<file path="config.mk">
export PLATFORM = sky130hd
export DESIGN_NAME = irq_prio_arbiter
export DESIGN_NICKNAME = d
export VERILOG_FILES = /design/src/rtl/irq_arb_pkg.sv /design/src/rtl/irq_ext_latch.sv /design/src/rtl/irq_pick.sv /design/src/rtl/irq_svc_track.sv /design/src/rtl/irq_prio_arbiter.sv
export SDC_FILE = /design/constraint.sdc
export NUM_CORES = 1
export LEC_CHECK = 0
export BUFFER_PORTS_ARGS = -buffer_cell sky130_fd_sc_hd__buf_2
export CORE_MARGIN = 8
export CORE_UTILIZATION = 54
export CTS_BUF_LIST = sky130_fd_sc_hd__clkbuf_4
export CTS_CLUSTER_SIZE = 24
export DETAILED_ROUTE_END_ITERATION = 16
export GPL_ROUTABILITY_DRIVEN = 0
export HOLD_SLACK_MARGIN = 0.05
export PLACE_DENSITY_LB_ADDON = 0.3
export SETUP_SLACK_MARGIN = 0.4
export SYNTH_ARGS = -nofsm -noshare
export SYNTH_HDL_FRONTEND = slang
export SYNTH_SLANG_ARGS = --single-unit
</file>
<file path="constraint.sdc">
create_clock -name clk -period 10.6 [get_ports clk]
set_input_delay 2.12 -clock clk [delete_from_list [all_inputs] [get_ports clk]]
set_output_delay 2.12 -clock clk [all_outputs]
set_load 0.05 [all_outputs]
</file>
<file path="src/rtl/irq_arb_pkg.sv">
package irq_arb_pkg;
   localparam int NSRC  = 7;
   localparam int LVL_W = 2;
   localparam int NLVL  = 1 << LVL_W;
   localparam int IDX_W = $clog2(NSRC);

   typedef enum logic [IDX_W-1:0] {
      SRC_X0  = 3'd0,
      SRC_WD  = 3'd1,
      SRC_T0  = 3'd2,
      SRC_X1  = 3'd3,
      SRC_T1  = 3'd4,
      SRC_SER = 3'd5,
      SRC_T2  = 3'd6
   } src_e;

   typedef logic [LVL_W-1:0] lvl_t;

   // Service routine address for each polling index.
   function automatic logic [15:0] vec_of(input logic [IDX_W-1:0] idx);
      case (idx)
         SRC_X0:  vec_of = 16'h0003;
         SRC_WD:  vec_of = 16'h0053;
         SRC_T0:  vec_of = 16'h000B;
         SRC_X1:  vec_of = 16'h0013;
         SRC_T1:  vec_of = 16'h001B;
         SRC_SER: vec_of = 16'h0023;
         SRC_T2:  vec_of = 16'h002B;
         default: vec_of = 16'h0000;
      endcase
   endfunction
endpackage

</file>
<file path="src/rtl/irq_ext_latch.sv">
module irq_ext_latch (
   input  logic clk,
   input  logic rst_n,
   input  logic pin_n,
   input  logic edge_mode,
   input  logic clr,
   output logic pend
);
   logic pin_q;

   always_ff @(posedge clk or negedge rst_n) begin
      if (!rst_n) begin
         pin_q <= 1'b1;
         pend  <= 1'b0;
      end else begin
         pin_q <= pin_n;
         if (!edge_mode)
            pend <= ~pin_n;
         else if (pin_q && !pin_n)
            pend <= 1'b1;
         else if (clr)
            pend <= 1'b0;
      end
   end
endmodule

</file>
<file path="src/rtl/irq_pick.sv">
module irq_pick
   import irq_arb_pkg::*;
(
   input  logic [NSRC-1:0]            live,
   input  logic [NSRC-1:0][LVL_W-1:0] src_lvl,
   input  logic [NLVL-1:0]            svc_mask,
   output logic                       hit,
   output logic [IDX_W-1:0]           idx,
   output lvl_t                       lvl
);
   always_comb begin
      hit = 1'b0;
      idx = '0;
      lvl = '0;
      for (int i = 0; i < NSRC; i++) begin
         // eligible only when no level at or above this one is in service
         if (live[i] && ((svc_mask >> src_lvl[i]) == '0)) begin
            if (!hit || (src_lvl[i] > lvl)) begin
               hit = 1'b1;
               idx = IDX_W'(i);
               lvl = src_lvl[i];
            end
         end
      end
   end
endmodule

</file>
<file path="src/rtl/irq_svc_track.sv">
module irq_svc_track
   import irq_arb_pkg::*;
(
   input  logic            clk,
   input  logic            rst_n,
   input  logic            push,
   input  lvl_t            push_lvl,
   input  logic            pop,
   output logic [NLVL-1:0] mask,
   output logic            active,
   output lvl_t            top
);
   logic [NLVL-1:0] mask_n;

   always_comb begin
      top = '0;
      for (int i = 0; i < NLVL; i++)
         if (mask[i]) top = LVL_W'(i);
   end

   assign active = |mask;

   always_comb begin
      mask_n = mask;
      if (pop && active) mask_n[top] = 1'b0;
      if (push)          mask_n[push_lvl] = 1'b1;
   end

   always_ff @(posedge clk or negedge rst_n) begin
      if (!rst_n) mask <= '0;
      else        mask <= mask_n;
   end
endmodule

</file>
<file path="src/rtl/irq_prio_arbiter.sv">
module irq_prio_arbiter
   import irq_arb_pkg::*;
#(
   parameter int VEC_W = 16
) (
   input  logic             clk,
   input  logic             rst_n,
   input  logic             glob_en,
   input  logic [6:0]       src_en,
   input  logic [6:0]       prio_hi,
   input  logic [6:0]       prio_lo,
   input  logic [1:0]       ext_edge_mode,
   input  logic [1:0]       ext_pin_n,
   input  logic             wdog_evt,
   input  logic             tmr0_evt,
   input  logic             tmr1_evt,
   input  logic             ser_evt,
   input  logic             tmr2_evt,
   input  logic             irq_ack,
   input  logic             irq_ret,
   output logic             irq_req,
   output logic [VEC_W-1:0] irq_vec,
   output logic [1:0]       irq_lvl,
   output logic             svc_active,
   output logic [1:0]       svc_lvl
);
   localparam int NPLS = 5;
   localparam int NEXT = 2;
   localparam int PLS_IDX [NPLS] = '{1, 2, 4, 5, 6};
   localparam int EXT_IDX [NEXT] = '{0, 3};

   if (VEC_W < 16) begin : g_bad_vec
      $error("irq_prio_arbiter: VEC_W must be at least 16");
   end
   if (NSRC != NPLS + NEXT) begin : g_bad_src
      $error("irq_prio_arbiter: source count mismatch");
   end

   logic [NSRC-1:0]            pend, clr, live;
   logic [NSRC-1:0][LVL_W-1:0] src_lvl;
   logic [NEXT-1:0]            ext_pend;
   logic [NPLS-1:0]            pls_pend;
   logic [NPLS-1:0]            pls_evt;
   logic [NLVL-1:0]            svc_mask;
   logic                       hit, take;
   logic [IDX_W-1:0]           pick_idx, idx_q;
   lvl_t                       pick_lvl, svc_top;
   logic                       req_q;
   logic [VEC_W-1:0]           vec_q;
   lvl_t                       lvl_q;

   assign pls_evt = {tmr2_evt, ser_evt, tmr1_evt, tmr0_evt, wdog_evt};
   assign take    = irq_ack && req_q;

   for (genvar s = 0; s < NSRC; s++) begin : g_clr
      assign clr[s]     = take && (idx_q == IDX_W'(s));
      assign src_lvl[s] = {prio_hi[s], prio_lo[s]};
   end

   for (genvar e = 0; e < NEXT; e++) begin : g_ext
      irq_ext_latch u_lat (
         .clk       (clk),
         .rst_n     (rst_n),
         .pin_n     (ext_pin_n[e]),
         .edge_mode (ext_edge_mode[e]),
         .clr       (clr[EXT_IDX[e]]),
         .pend      (ext_pend[e])
      );
   end

   for (genvar p = 0; p < NPLS; p++) begin : g_pls
      always_ff @(posedge clk or negedge rst_n) begin
         if (!rst_n)              pls_pend[p] <= 1'b0;
         else if (pls_evt[p])     pls_pend[p] <= 1'b1;
         else if (clr[PLS_IDX[p]]) pls_pend[p] <= 1'b0;
      end
   end

   assign pend = {pls_pend[4], pls_pend[3], pls_pend[2], ext_pend[1],
                  pls_pend[1], pls_pend[0], ext_pend[0]};
   assign live = pend & src_en & {NSRC{glob_en}};

   irq_pick u_pick (
      .live     (live),
      .src_lvl  (src_lvl),
      .svc_mask (svc_mask),
      .hit      (hit),
      .idx      (pick_idx),
      .lvl      (pick_lvl)
   );

   irq_svc_track u_svc (
      .clk      (clk),
      .rst_n    (rst_n),
      .push     (take),
      .push_lvl (lvl_q),
      .pop      (irq_ret),
      .mask     (svc_mask),
      .active   (svc_active),
      .top      (svc_top)
   );

   always_ff @(posedge clk or negedge rst_n) begin
      if (!rst_n) begin
         req_q <= 1'b0;
         vec_q <= '0;
         lvl_q <= '0;
         idx_q <= '0;
      end else if (take) begin
         req_q <= 1'b0;
      end else begin
         req_q <= hit;
         if (hit) begin
            vec_q <= VEC_W'(vec_of(pick_idx));
            lvl_q <= pick_lvl;
            idx_q <= pick_idx;
         end
      end
   end

   assign irq_req = req_q;
   assign irq_vec = vec_q;
   assign irq_lvl = lvl_q;
   assign svc_lvl = svc_top;
endmodule

</file>
==> results.md, run 1 <==
- Status: complete, no violations
- Final instance area: 0.00229 mm²
- Relative slew slack: 65.5%
- Clock sinks: 24
- Crit path launch type: input pin
- P_leak: 1.08 nW
- CTS Buf Count: 3
- DR pass1 iterations: 4
- First-pass GRT wire length: 8660 µm
- Final TNS setup: 0 ns
- Routed wire length: 5050 µm
- Arr. time, crit path: 9.84 ns
- PD cells: 224 mW/mm²
- Layout cell share with drive strength beyond 1: 27.7%
- Reg area: 603 µm²
- Inserted Diodes: 0
- Drc violations: 0
- TritonCTS clock tree: built
- Crit-path most repeated cell: ha_1
- Dpl cell area: 0.00225 mm²
- FILL cells: 347
- Core Area: 0.00363 mm²
- Worst path bufs/invs: 2
- Most common cell after layout, fill and taps aside: buf_2
- Power, Total: 0.513 mW
- Initial antenna violation count: 0
- Antenna-violating nets left: 0
- Max Root-Sink Buffers: 2
- Top Ports: 57
- Most frequent cells in the layout: buf_2 (46), nand2_1 (24), dfrtp_1 (22)
- Clock transition at path regs: 0.13 ns
- Critical Path End Type: flip-flop
- Slowest stage delay, CP: 0.36 ns
- Row count: 22
- Hold Vio Cnt, Final: 0
- Critical path type: input pin to flip-flop
- Htree depth: 1
- Area Overhead vs Synth: 13.0%
- Peak VDD IR: 0.000183 V
- Starting Density: 55.8%
- Mean Syn Cell Area: 8.77 µm²
- Vias in the first global route: 1960
- Critical path's slowest cell: ha_1
- Slew @ Worst Pin: 0.518 ns
- Reg power frac: 29.8%
- Required time worst endpoint: 10.82 ns
- Worst-Skew Late Latency: 0.31 ns
- RSZ-0062 raised after global routing: false
- Setup violators final: 0
- Routed vias/inst: 5.65
- Nets: 326
- Total Die Area: 0.00597 mm²
- Die height: 77.3 µm
- Sw Share: 52.2%
- Final worst path period need: 9.62 ns
- Fin. max-slew vios: 0
- Root buffer cell: clkbuf_4
- Final global-route overflow total: 0
- Post-Synthesis Cells: 231
- # Max-Cap Violations: 0
- Yosys cell types: 59
- Hold-fix buffers, CTS: 0
- Total track usage: 17.0%
- Core Util, Final: 63.0%
- Max Fclk: 0.104 GHz
- Post-synth EDFFs: 0
- Via Count: 1841
- CP max FO: 5
- Max Clock Skew: 0.0117 ns
- Cell Int Power: 0.245 mW
- DP HPWL: 4230 µm
- Tcrit/Tclk final: 90.7%
- Ys flop type: dfrtp_1
- Synth warn: 0
- IO Port Bufs: 46
- Seq/Total Area, Yosys: 29.8%
- Worst min path class: flip-flop to flip-flop
- Yosys reg bits: 24
- Synth async-reset ratio: 100%
- Multi-input logic area: 0.00131 mm²
- Hold slack: 0.507 ns
- CP top delay family: compound AO/OA/AOI/OAI gates
- Clk pwr share: 7.7%
- Switch Pwr: 0.268 mW
- Largest net degree at the start of global routing: 25
- Routed wire per std cell: 15.5 µm
- Synthesized cell area: 0.00203 mm²
- Iter 0 DRT Violations: 120
- Die W: 77.3 µm
- Comb power frac: 62.5%
-- worst register-to-register path, delay by kind of cell (launching register included) --
family                     cells  cell delay, ns
and+or+nand+nor                6            0.81
buffers and inverters          2            0.20
muxes                          1            0.31
adders and majority gates      6            1.66
AOI/OAI and AO/OA             22            4.58
DFF                            1            0.61
-- flip-flops by register name, indices dropped and copies added, names as in the netlist --
register,count
irq_vec,5
pend,5
u_svc.mask,4
idx_q,3
g_ext.u_lat.pend,2
g_ext.u_lat.pin_q,2
irq_lvl,2
irq_req,1
-- repair_timing --
action / 4_1_cts / 5_1_grt
endpoints found under the setup margin: 0 / 9
buffers inserted: 0 / 1
resized for setup: 0 / 2
-- metrics by stage --
stage / std cells / worst slack (ns)
after global placement: 321 / 0.656
after CTS: 325 / 0.666
after floorplan: 240 / 1.38
after detailed placement: 321 / 0.338
after global routing: 326 / 0.428
final: 326 / 0.983
-- final timing paths --
kind                          startpoint                   end  slack, ns  depth (start not counted)
max                              glob_en            irq_lvl[0]       0.98                         38
min                           irq_vec[1]            irq_vec[1]       0.51                          1
max reg2reg                u_svc.mask[2]            irq_lvl[0]       2.38                         37
min reg2reg                   irq_vec[1]            irq_vec[1]       0.51                          1
max in group asynchronous          rst_n  g_ext[1].u_lat.pin_q       8.46                          1
min in group asynchronous          rst_n            irq_vec[1]       1.76                          1
-- power by group through the flow --
| stage | Clock [mW] | Sequential, mW | Combinational [mW] |
|---|---|---|---|
| floorplan | 0 | 0.183 | 0.220 |
| global placement | 0 | 0.152 | 0.315 |
| detailed placement | 0 | 0.154 | 0.318 |
| CTS | 0.0415 | 0.152 | 0.320 |
| global route | 0.0458 | 0.158 | 0.351 |
| finish | 0.0396 | 0.153 | 0.321 |
-- per-layer routing --
| layer | GRT usage, % | share of wire (%) | up-vias |
|---|---|---|---|
| met2 | 30.4 | 49 | 38 |
| met5 | 0 | 0 | - |
| met4 | 3.58 | 1.2 | 0 |
| met3 | 4.66 | 4.6 | 7 |
| met1 | 19.5 | 45 | 874 |
| li1 | - | - | 922 |
-- synthesized netlist by cell type, types with 2 or more instances --
cell	n	area share, %
o21bai_1	5	1.9
o21ai_0	16	4.0
a21o_1	4	1.5
o31ai_1	2	0.74
nor2b_1	12	3.7
nor2_1	9	1.7
a211oi_2	5	3.1
dfrtp_1	22	27
ha_1	12	7.4
a211oi_1	5	1.9
o21ai_1	2	0.49
o211ai_1	3	1.1
o2111a_1	2	1.1
a22oi_1	3	1.1
dfstp_2	2	2.6
or2_2	3	0.93
nand2_1	24	4.4
a22o_1	4	1.7
buf_4	11	4.1
o22a_1	3	1.3
inv_1	14	2.6
and2_1	9	2.8
nand3_1	2	0.49
or3_1	2	0.62
nand2b_1	10	3.1
a32o_1	2	0.99
a222oi_1	2	0.99
a21oi_1	10	2.5
-- cell type report --
| type | count | share of cell area (%) |
|---|---|---|
| clock buffers | 3 | 0.984 |
| clock inverters | 1 | 0.164 |
| inverters | 15 | 2.46 |
| multi-input cells | 188 | 57.0 |
| flip-flops and latches | 24 | 26.3 |
| well taps | 48 | 2.62 |
| repair buffers | 47 | 10.4 |
-- kinds of logic (layout without fill, tap and decap cells) --
group	Yosys count	after routing	synth area share [%]
adders and majority gates	12	12	7.41
buffers and inverters	28	66	7.65
and+or+nand+nor	78	78	20.8
muxes	1	1	0.741
DFF	24	24	29.8
AOI/OAI and AO/OA	87	87	33.5
other	1	10	0.185
No activity file was read; power rests on OpenSTA's default activity.
==> run 2: changes to the inputs <==
--- a/config.mk
+++ b/config.mk
@@ -15,6 +15,7 @@
 export HOLD_SLACK_MARGIN = 0.05
 export PLACE_DENSITY_LB_ADDON = 0.3
 export SETUP_SLACK_MARGIN = 0.4
+export SLEW_MARGIN = 20
 export SYNTH_ARGS = -nofsm -noshare
 export SYNTH_HDL_FRONTEND = slang
 export SYNTH_SLANG_ARGS = --single-unit
==> constraint.sdc (replaced) <==
create_clock -name clk -period 9 [get_ports clk]
set_input_delay 1.8 -clock clk [delete_from_list [all_inputs] [get_ports clk]]
set_output_delay 1.8 -clock clk [all_outputs]
set_load 0.05 [all_outputs]
==> results.md, run 2 (synthesized netlist as in run 1, its figures left out) <==
- Status: complete, no violations (unchanged)
- Setup violators final: 0 (unchanged)
- Max Fclk: 0.118 GHz
- Worst Min Path Start: irq_vec[1] (unchanged)
- Critical Path End Type: flip-flop (unchanged)
- Arr. time, crit path: 8.77 ns (was 9.84 ns)
- Pre-CTS WS: -0.00999 ns (was 0.338 ns)
- Nets: 356 (was 326)
- Worst min path class: flip-flop to flip-flop (unchanged)
- Clock sinks: 24 (unchanged)
- Slowest stage delay, CP: 0.32 ns (was 0.36 ns)
- Max Clock Skew: 0.00388 ns (was 0.0117 ns)
- Iter 0 DRT Violations: 118 (was 120)
- Worst Hold Depth: 1 (unchanged)
- Area Overhead vs Synth: 36.9% (was 13.0%)
- Peak VDD IR: 0.000212 V (was 0.000183 V)
- Htree depth: 1 (unchanged)
- Max Root-Sink Buffers: 2 (unchanged)
- Hold-fix buffers, CTS: 0 (unchanged)
- R2r startpoint: u_svc.mask[2] (unchanged)
- Worst-Skew Late Latency: 0.32 ns (was 0.31 ns)
- First-pass GRT wire length: 8660 µm (unchanged)
- Vias in the first global route: 1952 (was 1960)
- Drc violations: 0 (unchanged)
- # Max-Cap Violations: 0 (unchanged)
- Relative slew slack: 63.0% (was 65.5%)
- DR pass1 iterations: 5 (was 4)
- Via Count: 2068 (was 1841)
- WHS Endpoint: irq_vec[1] (unchanged)
- CP max FO: 5 (unchanged)
- P_leak: 1.28 nW (was 1.08 nW)
- Routed vias/inst: 5.81 (was 5.65)
- Largest net degree at the start of global routing: 25 (unchanged)
- Top Ports: 57 (unchanged)
- Most common cell after layout, fill and taps aside: buf_2 (unchanged)
- Power, Total: 0.747 mW (was 0.513 mW)
- Setup WS post-layout: 0.501 ns (was 0.983 ns)
- Layout cell share with drive strength beyond 1: 44.2% (was 27.7%)
- R2R depth: 37 (unchanged)
- Die W: 77.3 µm (unchanged)
- Tcrit/Tclk final: 94.4%
- TritonCTS clock tree: built (unchanged)
- PD cells: 269 mW/mm² (was 224 mW/mm²)
- Most frequent cells in the layout: buf_2 (45), buf_4 (28), nand2_1 (23) (was buf_2 (46), nand2_1 (24), dfrtp_1 (22))
- Routed wire per std cell: 16.8 µm (was 15.5 µm)
- Final Non-Filler Cells: 356 (was 326)
- Required time worst endpoint: 9.27 ns (was 10.82 ns)
- Critical path type: input pin to flip-flop (unchanged)
- Capture point of the worst reg-to-reg path: irq_vec[6] (was irq_lvl[0])
- Final instance area: 0.00277 mm² (was 0.00229 mm²)
- Inst Count DP: 339 (was 321)
- Routed wire length: 5970 µm (was 5050 µm)
- Hold Vio Cnt, Final: 0 (unchanged)
- Total Die Area: 0.00597 mm² (unchanged)
- Crit-path most repeated cell: a21oi_2 (was ha_1)
- Clock transition at path regs: 0.14 ns (was 0.13 ns)
- Total track usage: 16.9% (was 17.0%)
- Inserted Diodes: 0 (unchanged)
- FF-to-FF setup slack: 1.39 ns (was 2.38 ns)
- CTS Buf Count: 3 (unchanged)
- Starting Density: 55.8% (unchanged)
- Dpl cell area: 0.00240 mm² (was 0.00225 mm²)
- Initial antenna violation count: 0 (unchanged)
- Core Util, Final: 76.3% (was 63.0%)
- Slew @ Worst Pin: 0.551 ns (was 0.518 ns)
- Root buffer cell: clkbuf_4 (unchanged)
- DP HPWL: 4260 µm (was 4230 µm)
- RSZ-0062 raised after global routing: true (was false)
- IO Port Bufs: 46 (unchanged)
- Critical path's slowest cell: ha_1 (unchanged)
- Final global-route overflow total: 0 (unchanged)
- Antenna-violating nets left: 0 (unchanged)
- Core Area: 0.00363 mm² (unchanged)
- Die height: 77.3 µm (unchanged)
- Crit path launch type: input pin (unchanged)
- Row count: 22 (unchanged)
- Fin. max-slew vios: 0 (unchanged)
- Final worst path period need: 8.50 ns
run 2: cell count changes in the layout (fill, tap and decap cells not counted), moves of 2 or more:
cell and delta:
nor2b_4 +4, nor2b_1 -4, and2_1 -3, a21oi_2 +5, a21oi_1 -5, buf_6 +4
buf_4 +27, ha_1 -7, ha_2 +2, and2_4 +3, o21ai_0 -2, ha_4 +5
run 2: per-stage QoR:
| stage | hold slack, ns | setup TNS, ns |
|---|---|---|
| CTS | 0.507 | 0 |
| detailed placement | 0.468 | -0.00999 |
| finish | 0.500 | 0 |
| global route | 0.535 | 0 |
| floorplan | 0.463 | 0 |
| global placement | 0.466 | 0 |
run 2: cell type report:
class | count | area [µm²]
Fill cell | 282 | 860
Sequential cell | 24 | 603
Timing Repair Buffer | 77 | 480
Clock buffer | 3 | 22.5
Clock inverter | 1 | 30.0
Multi-Input combinational cell | 188 | 1520
Inverter | 15 | 56.3
Tap cell | 48 | 60.1
run 2: worst max path at each step:
stage	startpoint	endpoint	slack, ns	cells after the start
2_1_floorplan	glob_en	irq_lvl[0]	0.43	37
3_3_place_gp	glob_en	irq_vec[6]	0.19	38
3_5_place_dp	glob_en	irq_lvl[0]	-0.01	38
4_1_cts	glob_en	irq_vec[6]	0.45	38
5_1_grt	glob_en	irq_lvl[0]	0.22	38
6_report	glob_en	irq_vec[6]	0.50	38
run 2: per-layer routing:
layer / vias to the layer above / GRT usage (%) / share of wire [%]
li1: 985 / - / -
met1: 1001 / 20.5 / 42
met2: 76 / 28.8 / 51
met3: 6 / 4.20 / 6.0
met4: 0 / 3.96 / 0.82
met5: - / 0 / 0
run 2: critical path, delay by kind of cell:
| family | cells | cell delay [ns] |
|---|---|---|
| AO/OA/AOI/OAI | 22 | 3.78 |
| AND/OR/NAND/NOR | 7 | 1.03 |
| multiplexers | 1 | 0.32 |
| adder cells (fa/ha/maj) | 6 | 1.63 |
| buffers and inverters | 2 | 0.18 |
run 2: timing repair:
action                     CTS  global route
pin swaps                    0            21
buffers inserted             0            13
setup endpoints to repair    5             9
resized for setup            2            42
run 2: power by group:
part,switching [mW],leakage (nW),internal [mW]
logic,0.288,0.981,0.199
clock network,0.0355,0.0279,0.0451
registers,0.0406,0.275,0.140
total,0.364,1.28,0.384
==> run 3: changes to the inputs <==
--- a/config.mk
+++ b/config.mk
@@ -18,4 +18,5 @@
 export SLEW_MARGIN = 20
 export SYNTH_ARGS = -nofsm -noshare
 export SYNTH_HDL_FRONTEND = slang
+export SYNTH_HIERARCHICAL = 1
 export SYNTH_SLANG_ARGS = --single-unit
==> results.md, run 3 <==
- Synth async-reset ratio: 100% (unchanged)
- DR pass1 iterations: 4 (was 5)
- Iter 0 DRT Violations: 168 (was 118)
- Levels on crit path: 41 (was 38)
- Arr. time, crit path: 8.79 ns (was 8.77 ns)
- R2R depth: 39 (was 37)
- Seq/Total Area, Yosys: 30.0% (was 29.8%)
- Relative slew slack: 31.6% (was 63.0%)
- Worst min path class: flip-flop to flip-flop (unchanged)
- Vias in the first global route: 1868 (was 1952)
- Core Area: 0.00363 mm² (unchanged)
- Drc violations: 0 (unchanged)
- Routed vias/inst: 5.52 (was 5.81)
- Setup WS post-layout: 0.448 ns (was 0.501 ns)
- Initial antenna violation count: 0 (unchanged)
- Die height: 77.1 µm (was 77.3 µm)
- Status: complete, no violations (unchanged)
- Hold slack: 0.479 ns (was 0.500 ns)
- RSZ-0062 raised after global routing: true (unchanged)
- Critical path's slowest cell: or3_4 (was ha_1)
- FF-to-FF setup slack: 1.50 ns (was 1.39 ns)
- Hold-fix buffers, CTS: 0 (unchanged)
- Slew @ Worst Pin: 1.03 ns (was 0.551 ns)
- Root buffer cell: clkbuf_4 (unchanged)
- Post-synth EDFFs: 0 (unchanged)
- Fin. max-slew vios: 0 (unchanged)
- Synth warn: 6 (was 0)
- Mean Syn Cell Area: 8.35 µm² (was 8.77 µm²)
- Pre-CTS WS: -0.129 ns (was -0.00999 ns)
- First-pass GRT wire length: 8200 µm (was 8660 µm)
- Most common cell after layout, fill and taps aside: buf_2 (unchanged)
- Capture point of the worst reg-to-reg path: irq_vec[4] (was irq_vec[6])
- Largest net degree at the start of global routing: 25 (unchanged)
- Peak VDD IR: 0.000191 V (was 0.000212 V)
- P_leak: 1.27 nW (was 1.28 nW)
- Inst Count DP: 336 (was 339)
- PD cells: 275 mW/mm² (was 269 mW/mm²)
- Worst path bufs/invs: 2 (unchanged)
- Yosys top cell by area: dfrtp_1 (unchanged)
- Htree depth: 1 (unchanged)
- Row count: 22 (unchanged)
- Most common cell in the netlist: nand2_1 (unchanged)
- Slowest stage delay, CP: 0.37 ns (was 0.32 ns)
- # Max-Cap Violations: 0 (unchanged)
- DP HPWL: 3870 µm (was 4260 µm)
- Clock transition at path regs: 0.13 ns (was 0.14 ns)
- Die W: 77.1 µm (was 77.3 µm)
- Final Non-Filler Cells: 353 (was 356)
- Crit-path most repeated cell: a21oi_2 (unchanged)
- Final worst path period need: 8.55 ns (was 8.50 ns)
- Max Clock Skew: 0.00796 ns (was 0.00388 ns)
- Clk pwr share: 7.2% (was 10.8%)
- Sw Share: 51.2% (was 48.7%)
- TritonCTS clock tree: built (unchanged)
- Final global-route overflow total: 0 (unchanged)
- Layout cell share with drive strength beyond 1: 42.0% (was 44.2%)
- Synth top area share: 27.3% (was 27.2%)
- Critical path type: input pin to flip-flop (unchanged)
- Worst-Skew Late Latency: 0.33 ns (was 0.32 ns)
- Hold Vio Cnt, Final: 0 (unchanged)
- IO Port Bufs: 46 (unchanged)
- Comb power frac: 68.6% (was 65.1%)
- Inserted Diodes: 0 (unchanged)
- Cell Int Power: 0.361 mW (was 0.384 mW)
- Dominant cells by area after synthesis: dfrtp_1 (27%), nand2_1 (7.3%), ha_1 (6.8%), buf_4 (4.5%), nand2b_1 (4.0%) (was dfrtp_1 (27%), ha_1 (7.4%), nand2_1 (4.4%), buf_4 (4.1%), o21ai_0 (4.0%))
- Critical Path End Type: flip-flop (unchanged)
- Antenna-violating nets left: 0 (unchanged)
- Yosys reg bits: 24 (unchanged)
- Ys flop type: dfrtp_1 (unchanged)
- CP Capture Point: irq_vec[4] (was irq_vec[6])
- Post-Synthesis Cells: 241 (was 231)
- R2r startpoint: u_svc/mask[0] (was u_svc.mask[2])
- Via Count: 1950 (was 2068)
- Max Fclk: 0.117 GHz (was 0.118 GHz)
- CP max FO: 6 (was 5)
- Clock sinks: 24 (unchanged)
- CP startpoint: glob_en (unchanged)
- Total Die Area: 0.00594 mm² (was 0.00597 mm²)
- Area Overhead vs Synth: 33.6% (was 36.9%)
- CTS Buf Count: 3 (unchanged)
- Routed wire length: 5520 µm (was 5970 µm)
- Core Util, Final: 74.0% (was 76.3%)
- Setup violators final: 0 (unchanged)
- Switch Pwr: 0.379 mW (was 0.364 mW)
- CP top delay family: compound AO/OA/AOI/OAI gates (unchanged)
- Top cells by count, synth: nand2_1 (39), dfrtp_1 (22), inv_1 (17), a21oi_1 (13), nand2b_1 (13) (was nand2_1 (24), dfrtp_1 (22), o21ai_0 (16), inv_1 (14))
- Starting Density: 55.4% (was 55.8%)
- Total track usage: 16.2% (was 16.9%)
- Yosys cell types: 65 (was 59)
- Crit path launch type: input pin (unchanged)
- Synthesized cell area: 0.00201 mm² (was 0.00203 mm²)
- Max Root-Sink Buffers: 2 (unchanged)
- Reg power frac: 24.2% (was 24.1%)
- Routed wire per std cell: 15.6 µm (was 16.8 µm)
- Required time worst endpoint: 9.23 ns (was 9.27 ns)
- Nets: 352 (was 356)
- Most frequent cells in the layout: buf_2 (44), nand2_1 (35), dfrtp_1 (22) (was buf_2 (45), buf_4 (28), nand2_1 (23))
- Top Ports: 57 (unchanged)
- Tcrit/Tclk final: 95.0% (was 94.4%)
==> run 3: cell families after synthesis <==
family	Yosys count	synth area share [%]
flip-flops	24	30.0
other	1	0.186
adder cells (fa/ha/maj)	11	6.84
buffers and inverters	33	9.45
AND/OR/NAND/NOR	102	26.5
AO/OA/AOI/OAI	64	23.8
multiplexers	5	2.86
XOR/XNOR	1	0.435
==> run 3: layout make-up <==
cell class                 instances  area, µm²
timing repair buffer              66        415
fill                             281        943
inverter                          18       77.6
sequential                        24        603
multi-input combinational        193       1500
clock buffer                       4       30.0
tap                               48       60.1
==> run 3: what timing repair did <==
action	4_1_cts	5_1_grt
setup buffers	2	11
setup endpoints to repair	8	10
gates resized for setup	6	39
gates cloned	0	0
pin swaps	2	26
==> run 3: through the flow <==
step / instance area [µm²] / power, mW / TNS [ns]
floorplan: 2120 / 0.504 / 0
global placement: 2340 / 0.571 / 0
detailed placement: 2340 / 0.581 / -0.348
CTS: 2420 / 0.643 / 0
global route: 2690 / 0.784 / 0
finish: 2690 / 0.740 / 0
==> run 3: worst min-delay path, cell delays in order, from the launching register on <==
cell and delay [ns]:
dfrtp_1 0.36, nand2_1 0.05, nand2_1 0.05
==> run 3: metal layers <==
metal / global-route usage [%] / part of all wire [%] / vias up
met4: 6.23 / 2.4 / 0
met3: 3.03 / 3.9 / 13
li1: - / - / 961
met1: 19.9 / 43 / 924
met2: 27.3 / 51 / 52
met5: 0 / 0 / -
==> run 3: worst min-delay path by stage <==
stage	slack (ns)	startpoint	endpoint	cells past startpoint
finish	0.48	irq_vec[6]	irq_vec[6]	2
CTS	0.49	irq_vec[6]	irq_vec[6]	2
floorplan	0.46	idx_q[2]	idx_q[2]	2
detailed placement	0.46	irq_vec[6]	irq_vec[6]	2
global route	0.51	irq_vec[4]	irq_vec[4]	2
global placement	0.45	irq_vec[6]	irq_vec[6]	2
==> run 3: power by group through the flow <==
stage                     combinational (mW)  sequential (mW)  clock (mW)
after floorplan                        0.295            0.209           0
after global placement                 0.392            0.179           0
after detailed placement               0.401            0.179           0
after CTS                              0.414            0.178      0.0519
after global routing                   0.542            0.184      0.0575
final                                  0.507            0.179      0.0533
